==> src/rtl/dr_pkg.sv <==
package dr_pkg;

    // rail pair packed as {one_rail, zero_rail}
    typedef enum logic [1:0] {
        DR_NULL = 2'b00,
        DR_ZERO = 2'b01,
        DR_ONE  = 2'b10,
        DR_BAD  = 2'b11
    } dr_code_e;

    function automatic dr_code_e dr_code(input logic r1, input logic r0);
        return dr_code_e'({r1, r0});
    endfunction

endpackage

==> src/rtl/dr_chan_status.sv <==
// Completion and emptiness detection for one dual-rail channel.
module dr_chan_status #(
    parameter int W = 8
) (
    input  logic [W-1:0] r1,
    input  logic [W-1:0] r0,
    output logic [W-1:0] bit_valid,
    output logic         full,
    output logic         empty
);
    for (genvar i = 0; i < W; i++) begin : g_bit
        assign bit_valid[i] = r1[i] | r0[i];
    end

    assign full  = &bit_valid;
    assign empty = ~|bit_valid;
endmodule

==> src/rtl/dr_eo_and_cell.sv <==
// Next-state logic for one early-output AND result bit.
module dr_eo_and_cell
    import dr_pkg::*;
(
    input  logic a_r1,
    input  logic a_r0,
    input  logic b_r1,
    input  logic b_r0,
    input  logic q_r1,
    input  logic q_r0,
    input  logic fire_en,
    input  logic clr,
    output logic d_r1,
    output logic d_r0
);
    dr_code_e a_c, b_c, q_c;
    logic     any_zero, both_one;

    always_comb begin
        a_c      = dr_code(a_r1, a_r0);
        b_c      = dr_code(b_r1, b_r0);
        q_c      = dr_code(q_r1, q_r0);
        any_zero = (a_c == DR_ZERO) || (b_c == DR_ZERO);
        both_one = (a_c == DR_ONE) && (b_c == DR_ONE);
        d_r1     = q_r1;
        d_r0     = q_r0;
        if (clr) begin
            d_r1 = 1'b0;
            d_r0 = 1'b0;
        end else if (q_c == DR_NULL && fire_en) begin
            d_r0 = any_zero;
            d_r1 = both_one;
        end
    end
endmodule

==> src/rtl/dr_ack_celem.sv <==
// Set/reset hold element standing in for a C-element on an acknowledge.
module dr_ack_celem (
    input  logic set_c,
    input  logic rst_c,
    input  logic q,
    output logic d
);
    always_comb begin
        if (set_c)      d = 1'b1;
        else if (rst_c) d = 1'b0;
        else            d = q;
    end
endmodule

==> src/rtl/dr_and_stage.sv <==
module dr_and_stage
    import dr_pkg::*;
#(
    parameter int W = 8
) (
    input  logic         clk,
    input  logic         rst_n,
    input  logic [W-1:0] a_r1,
    input  logic [W-1:0] a_r0,
    output logic         a_ack,
    input  logic [W-1:0] b_r1,
    input  logic [W-1:0] b_r0,
    output logic         b_ack,
    output logic [W-1:0] y_r1,
    output logic [W-1:0] y_r0,
    input  logic         y_ack
);
    typedef struct packed {
        logic [W-1:0] y1;
        logic [W-1:0] y0;
        logic         ack_a;
        logic         ack_b;
    } stage_t;

    stage_t st_d, st_q;

    logic [W-1:0] a_valid, b_valid;
    logic         a_full, a_empty, b_full, b_empty;
    logic [W-1:0] cell_r1, cell_r0;
    logic         drain, fire_en;
    logic         ack_a_nx, ack_b_nx;

    dr_chan_status #(.W(W)) u_a_stat (
        .r1(a_r1), .r0(a_r0), .bit_valid(a_valid), .full(a_full), .empty(a_empty)
    );
    dr_chan_status #(.W(W)) u_b_stat (
        .r1(b_r1), .r0(b_r0), .bit_valid(b_valid), .full(b_full), .empty(b_empty)
    );

    assign drain   = st_q.ack_a & st_q.ack_b & a_empty & b_empty & y_ack;
    assign fire_en = ~y_ack;

    for (genvar i = 0; i < W; i++) begin : g_cell
        dr_eo_and_cell u_cell (
            .a_r1(a_r1[i]), .a_r0(a_r0[i]),
            .b_r1(b_r1[i]), .b_r0(b_r0[i]),
            .q_r1(st_q.y1[i]), .q_r0(st_q.y0[i]),
            .fire_en(fire_en), .clr(drain),
            .d_r1(cell_r1[i]), .d_r0(cell_r0[i])
        );
    end

    dr_ack_celem u_ack_a (
        .set_c(y_ack & a_full), .rst_c(~y_ack & a_empty), .q(st_q.ack_a), .d(ack_a_nx)
    );
    dr_ack_celem u_ack_b (
        .set_c(y_ack & b_full), .rst_c(~y_ack & b_empty), .q(st_q.ack_b), .d(ack_b_nx)
    );

    always_comb begin
        st_d       = st_q;
        st_d.y1    = cell_r1;
        st_d.y0    = cell_r0;
        st_d.ack_a = ack_a_nx;
        st_d.ack_b = ack_b_nx;
    end

    always_ff @(posedge clk or negedge rst_n) begin
        if (!rst_n) st_q <= '0;
        else        st_q <= st_d;
    end

    assign y_r1  = st_q.y1;
    assign y_r0  = st_q.y0;
    assign a_ack = st_q.ack_a;
    assign b_ack = st_q.ack_b;
endmodule

==> config.mk <==
export PLATFORM = sky130hd
export DESIGN_NAME = dr_and_stage
export DESIGN_NICKNAME = d
export VERILOG_FILES = /design/src/rtl/dr_pkg.sv /design/src/rtl/dr_chan_status.sv /design/src/rtl/dr_eo_and_cell.sv /design/src/rtl/dr_ack_celem.sv /design/src/rtl/dr_and_stage.sv
export SDC_FILE = /design/constraint.sdc
export NUM_CORES = 1
export LEC_CHECK = 0
export BUFFER_PORTS_ARGS = -buffer_cell sky130_fd_sc_hd__clkbuf_2
export CAP_MARGIN = 20
export CORE_MARGIN = 2
export CORE_UTILIZATION = 40
export DETAILED_ROUTE_END_ITERATION = 10
export PLACE_DENSITY = 0.7
export SLEW_MARGIN = 20
export SYNTH_ARGS = -nofsm -noshare
export SYNTH_HDL_FRONTEND = slang
export SYNTH_HIERARCHICAL = 1
export SYNTH_SLANG_ARGS = --single-unit
==> constraint.sdc <==
create_clock -name clk -period 1.8 [get_ports clk]
set_clock_uncertainty 0.15 [all_clocks]
set_input_delay 0.27 -clock clk [delete_from_list [all_inputs] [get_ports clk]]
set_output_delay 0.27 -clock clk [all_outputs]
set_load 0.02 [all_outputs]
==> run metrics, run 1 <==
worst slew pin tran=0.4676 ns; sum of buffers and inverters on the critical path=2; Ys Warns=6; hpwl dp=2653 microns; core area=2710 sq um; Total Routing Usage GR=21.78%; RSZ-0062 raised after global routing=yes; worst-path cell chain=clkbuf_2, nor2_2, nand4_1, nor4_2, nand4_1, nor2_4, buf_6, nor2_1, a32o_2; Crit Path Max Fanout=9; crit-path max cell delay=0.32 ns; CTS sink cnt=18; clock-pin slew on the worst setup and hold paths=0.10 ns; placed cells=240; routability cong.=0.7921; largest net degree at the start of global routing=19; Detail Route Antenna Nets=0; Final Cell Area=1732 sq um; Starting Density=41.41%; final cycle utilization of the critical path=95.86%; HP Class=primary input to flop; Worst Slack Setup Final=0.07457 ns; global-route wire length before repair=5664 microns; Slowest-stage cell, CP=nor4_2; setup violators final=0; CTS Buf Count=3; vias in the first global route=1352; antenna cell count=0; Max clock buf depth=2; share of layout cells above drive strength 1=50.70%; post-synthesis cell count=129; area delta synth->final=54.29%; CP Launch Point=a_r0[7]; nets=252; Pleak=0.8341 nW; setup_tns=0 ns; CTS tree=yes; Std-Cell Rows=19; Final Critical Period=1.725 ns; syn_area_per_cell=8.700 sq um; die height=56.97 microns; maximum vdd drop=0.4775 mV; GRT met3 Usage=3.401%; Overflow after GRT=0; 1st-iter DRT viols=45; Arr. time, crit path=1.75 ns; CP Data Required Time=1.83 ns; Critical R2R Launch=a_ack$_DFF_PN0_; Die Wd=56.97 microns; Worst-Skew Late Latency=0.28 ns; dpl ws=-0.2225 ns; Post-DP Area=1652 sq um; GRT met2 Usage=41.05%; crit end category=flop; CTS root buf=clkbuf_4; Post-Layout Cell Count=246; Post-Route WL=3306 microns; hold slack final=0.1244 ns; Switch Pwr=0.0002856 W; combinational share of power=29.5%; drt drc=0; Cell Int Power=0.0006317 W; WL per Instance=13.44 microns; Pre-Repair DR Iteration Count=4; Net Count, Synth=164; initial antenna violation count=0; Slew HR=68.83%; vias per cell=5.224; status=complete, no violations; PwrDens=529.8 nW/um^2; Setup CP Type=primary input to flop; delay-heaviest family, CP=simple AND/OR/NAND/NOR gates; Synth Cell Area=1122 sq um; Top-Level Pins=53; CTS H-tree lvls=1; Critical Path Start Type=primary input; final hold violations=0; Max-Cap Viols=0; worst hold start=b_r1[1]; DIE AREA=3246 sq um; Slew Limit Fails=0; # port buffers=52; FMAX=579.6 MHz; Crit path top cell by count=nand4_1; routed vias=1285; sequential share of power=49.1%; met1 Use GR=25.88%; Clock power frac=21.4%; busiest grt layer=met2; Sw Share=31.14%
## per-stage QoR
stage / power (W) / utilization (%)
6_report: 0.0009174 / 63.90
2_1_floorplan: 0.0005665 / -
3_3_place_gp: 0.0007110 / 60.94
4_1_cts: 0.0009207 / 62.14
5_1_grt: 0.0009706 / 63.90
3_5_place_dp: 0.0007212 / 60.94
## cell type report
type,instances,area (sq um)
fill,248,978.4
sequential,18,450.4
timing repair buffer,83,506.7
tap,31,38.79
inverter,27,101.3
clock buffer,3,22.52
multi-input combinational,84,611.8
## worst reg2reg max path, delay by kind of cell (launching register included)
kind / cells / cell delay, ns
buf+inv: 1 / 0.15
simple gates: 3 / 0.36
flops: 1 / 0.39
compound gates: 1 / 0.25
## flip-flops by register name (all words and copies together) (netlist names)
name   cells
y_r1       8
y_r0       8
b_ack      1
a_ack      1
## power by group through the flow
stage	logic (W)	clock network [W]	registers [W]
6_report	0.000271	0.000196	0.000451
5_1_grt	0.000295	0.000222	0.000454
4_1_cts	0.000266	0.000205	0.000450
3_5_place_dp	0.000264	0	0.000457
3_3_place_gp	0.000254	0	0.000457
2_1_floorplan	0.0000807	0	0.000486
## layer usage
layer / up-vias / part of all wire (%)
met5: - / 0
met4: 0 / 0.76
met3: 4 / 4.3
met2: 32 / 55
met1: 614 / 40
li1: 635 / -
## what timing repair did
action | 4_1_cts | 5_1_grt
buffers inserted | 0 | 2
endpoints found under the setup margin | 0 | 7
gates resized for setup | 0 | 11
hold endpoints to repair | 18 | 0
hold buffers | 1 | 0
## cell usage in the layout (no fill, tap or decap), drive strengths merged
master,count
a21o,2
a31oi,8
a32o,8
and2,2
buf,30
clkbuf,55
dfrtp,18
dlygate4sd3,1
inv,27
nand2,4
nand4,3
nor2,29
nor2b,2
nor4,4
nor4b,8
o22ai,8
or2,4
or4,2
## final timing paths
kind / end / slack [ns] / cells after the start
max: y_r0[5]$_DFF_PN0_ / 0.07 / 9
min reg2reg: a_ack$_DFF_PN0_ / 0.39 / 1
min: y_r1[1]$_DFF_PN0_ / 0.12 / 3
min in group asynchronous: y_r0[1]$_DFF_PN0_ / 0.30 / 2
max reg2reg: y_r0[5]$_DFF_PN0_ / 0.38 / 5
max in group asynchronous: y_r0[5]$_DFF_PN0_ / 0.87 / 2
Power figures use the tool's default switching activity.
==> run 2: changes to the inputs <==
CORE_UTILIZATION = 34   (was 40)
PLACE_DENSITY = unset   (was 0.7)
==> run 2 against run 1 <==
  * Register-to-register slack worse by 0.02 ns
  * Power up 6.1%
  * Combinational power up 2%
  * Sequential cell count unchanged
  * Highest routed layer unchanged
  * Die area up 16%
  * Cell area up 2.7%
  * Routed wire length down 0.76%
==> run metrics, run 2 (synthesis results as in run 1) <==
CP Data Required Time=1.84 ns (about the same); antenna cell count=0 (unchanged); CTS sink cnt=18 (unchanged); Pre-Repair DR Iteration Count=4 (unchanged); Overflow after GRT=0 (unchanged); routed vias=1297 (+0.93%); setup_tns=0 ns (unchanged); Total Routing Usage GR=18.95% (-2.8 points); Sw Share=29.85% (-1.3 points); 1st-iter DRT viols=62 (+38%); vias in the first global route=1328 (-1.8%); core area=3103 sq um (+14%); Post-DP Area=1703 sq um (+3.1%); Detail Route Antenna Nets=0 (unchanged); share of layout cells above drive strength 1=51.38% (+0.68 points); Final Cell Area=1779 sq um (+2.7%); WL per Instance=12.52 microns (-6.8%); Crit Path Max Fanout=18 (+9); final hold violations=0 (unchanged); Cell Int Power=0.0006827 W (+8.1%); final cycle utilization of the critical path=94.79% (-1.1 points); Top-Level Pins=53 (unchanged); die height=61.46 microns (+7.9%); combinational share of power=28.4% (-1.1 points); sequential share of power=46.3% (-2.8 points); commonest cells after routing, fill and taps aside=clkbuf_2 (52), buf_4 (31), inv_1 (26), nor2_1 (20), dfrtp_1 (18); largest net degree at the start of global routing=19 (unchanged); Pleak=0.8480 nW (+1.7%); CTS tree=yes; CTS root buf=clkbuf_4; Total Power Consumption=0.0009731 W (+6.1%); Post-Route WL=3281 microns (-0.76%); DIE AREA=3777 sq um (+16%); FILL cells=302 (+22%); Max clock buf depth=2 (unchanged); Slew Limit Fails=0 (unchanged); hpwl dp=2776 microns (+4.7%); Max-Cap Viols=0 (unchanged); Arr. time, crit path=1.74 ns (about the same); Critical Path Start Type=primary input; routability cong.=0.7511 (-5.2%); clock-pin slew on the worst setup and hold paths=0.10 ns (about the same); PwrDens=546.9 nW/um^2 (+3.2%); Final Critical Period=1.706 ns (-0.01915 ns); Slew HR=68.82% (about the same); GRT met2 Usage=37.23% (-3.8 points); Switch Pwr=0.0002904 W (+1.7%); CTS Buf Count=3 (unchanged); area delta synth->final=58.53%; Setup CP Type=primary input to flop; Worst-Skew Late Latency=0.29 ns (about the same); FMAX=586.1 MHz (+1.1%); worst slew pin tran=0.4677 ns (+0.0001177 ns); initial antenna violation count=0 (unchanged); Std-Cell Rows=20 (+1); busiest grt layer=met2; # port buffers=52 (unchanged); hold slack final=0.1930 ns (+0.06856 ns); vias per cell=4.950 (-5.2%); global-route wire length before repair=5285 microns (-6.7%); setup violators final=0 (unchanged); Die Wd=61.46 microns (+7.9%); area of the multi-input gates=613.1 sq um (+0.20%); CTS H-tree lvls=1 (unchanged); Starting Density=36.17% (-5.2 points); most common cell after layout, fill and taps aside=clkbuf_2; maximum vdd drop=0.4036 mV (-15%); met1 Use GR=20.05% (-5.8 points); status=complete, no violations; drt drc=0 (unchanged); Layout Utilization=57.34% (-6.6 points); crit end category=flop; register area=450.4 sq um (unchanged); GRT met3 Usage=4.202% (+0.80 points); HP Class=primary input to flop; nets=254 (+0.79%); Clock power frac=25.3% (+3.9 points)
-- run 2: cell types whose count changed in the layout (fill, tap and decap cells not counted) --
cell | before | now
a32o_1 | 7 | 8
buf_4 | 27 | 31
nor2_1 | 21 | 20
buf_12 | 0 | 1
nor2_2 | 6 | 7
buf_6 | 3 | 0
a32o_2 | 1 | 0
clkbuf_8 | 0 | 1
-- run 2: repair_timing --
action	in CTS	in global routing
hold buffers	1	0
resized for setup	0	8
endpoints found under the hold margin	18	0
endpoints found under the setup margin	0	8
buffers inserted	0	1
-- run 2: layout make-up --
cell class	count	share of cell area (%)
sequential	18	25.32
multi-input combinational	84	34.46
inverter	27	5.696
timing repair buffer	85	29.40
tap	44	3.094
clock buffer	4	2.039
-- run 2: power groups by stage --
| stage | logic (W) | registers [W] | clock network [W] |
|---|---|---|---|
| 2_1_floorplan | 0.0000807 | 0.000486 | 0 |
| 3_3_place_gp | 0.000262 | 0.000458 | 0 |
| 3_5_place_dp | 0.000271 | 0.000459 | 0 |
| 4_1_cts | 0.000274 | 0.000450 | 0.000256 |
| 5_1_grt | 0.000304 | 0.000454 | 0.000273 |
| 6_report | 0.000277 | 0.000450 | 0.000246 |
-- run 2: path summary, 6_finish.rpt --
check                                     to  slack [ns]            start  depth (start not counted)
min in group asynchronous  y_r0[0]$_DFF_PN0_        0.31            rst_n                          2
hold reg to reg              b_ack$_DFF_PN0_        0.39  b_ack$_DFF_PN0_                          1
hold / removal             y_r1[4]$_DFF_PN0_        0.19          b_r1[4]                          4
setup / recovery           y_r0[7]$_DFF_PN0_        0.09          b_r0[7]                          9
max in group asynchronous  y_r1[2]$_DFF_PN0_        0.87            rst_n                          2
setup reg to reg           y_r0[7]$_DFF_PN0_        0.36  a_ack$_DFF_PN0_                          5
-- run 2: routing by layer --
metal	wire length, microns	vias up	share of wire (%)
met2	1824	37	56
met3	158	6	4.8
li1	-	637	-
met1	1258	617	38
met5	0	-	0
met4	40	0	1.2
-- run 2: critical path, cell delays in order --
cell      delay, ns
clkbuf_2       0.10
nor2_2         0.13
nand4_1        0.15
nor4_2         0.29
nand4_1        0.19
nor2_4         0.17
buf_12         0.15
nor2_1         0.05
a32o_1         0.25
-- run 2: through the flow --
stage,instances,setup slack (ns)
3_3_place_gp,256,-0.2059
3_5_place_dp,256,-0.2677
2_1_floorplan,129,-0.07811
6_report,262,0.09372
5_1_grt,262,-0.01253
4_1_cts,261,0.05172
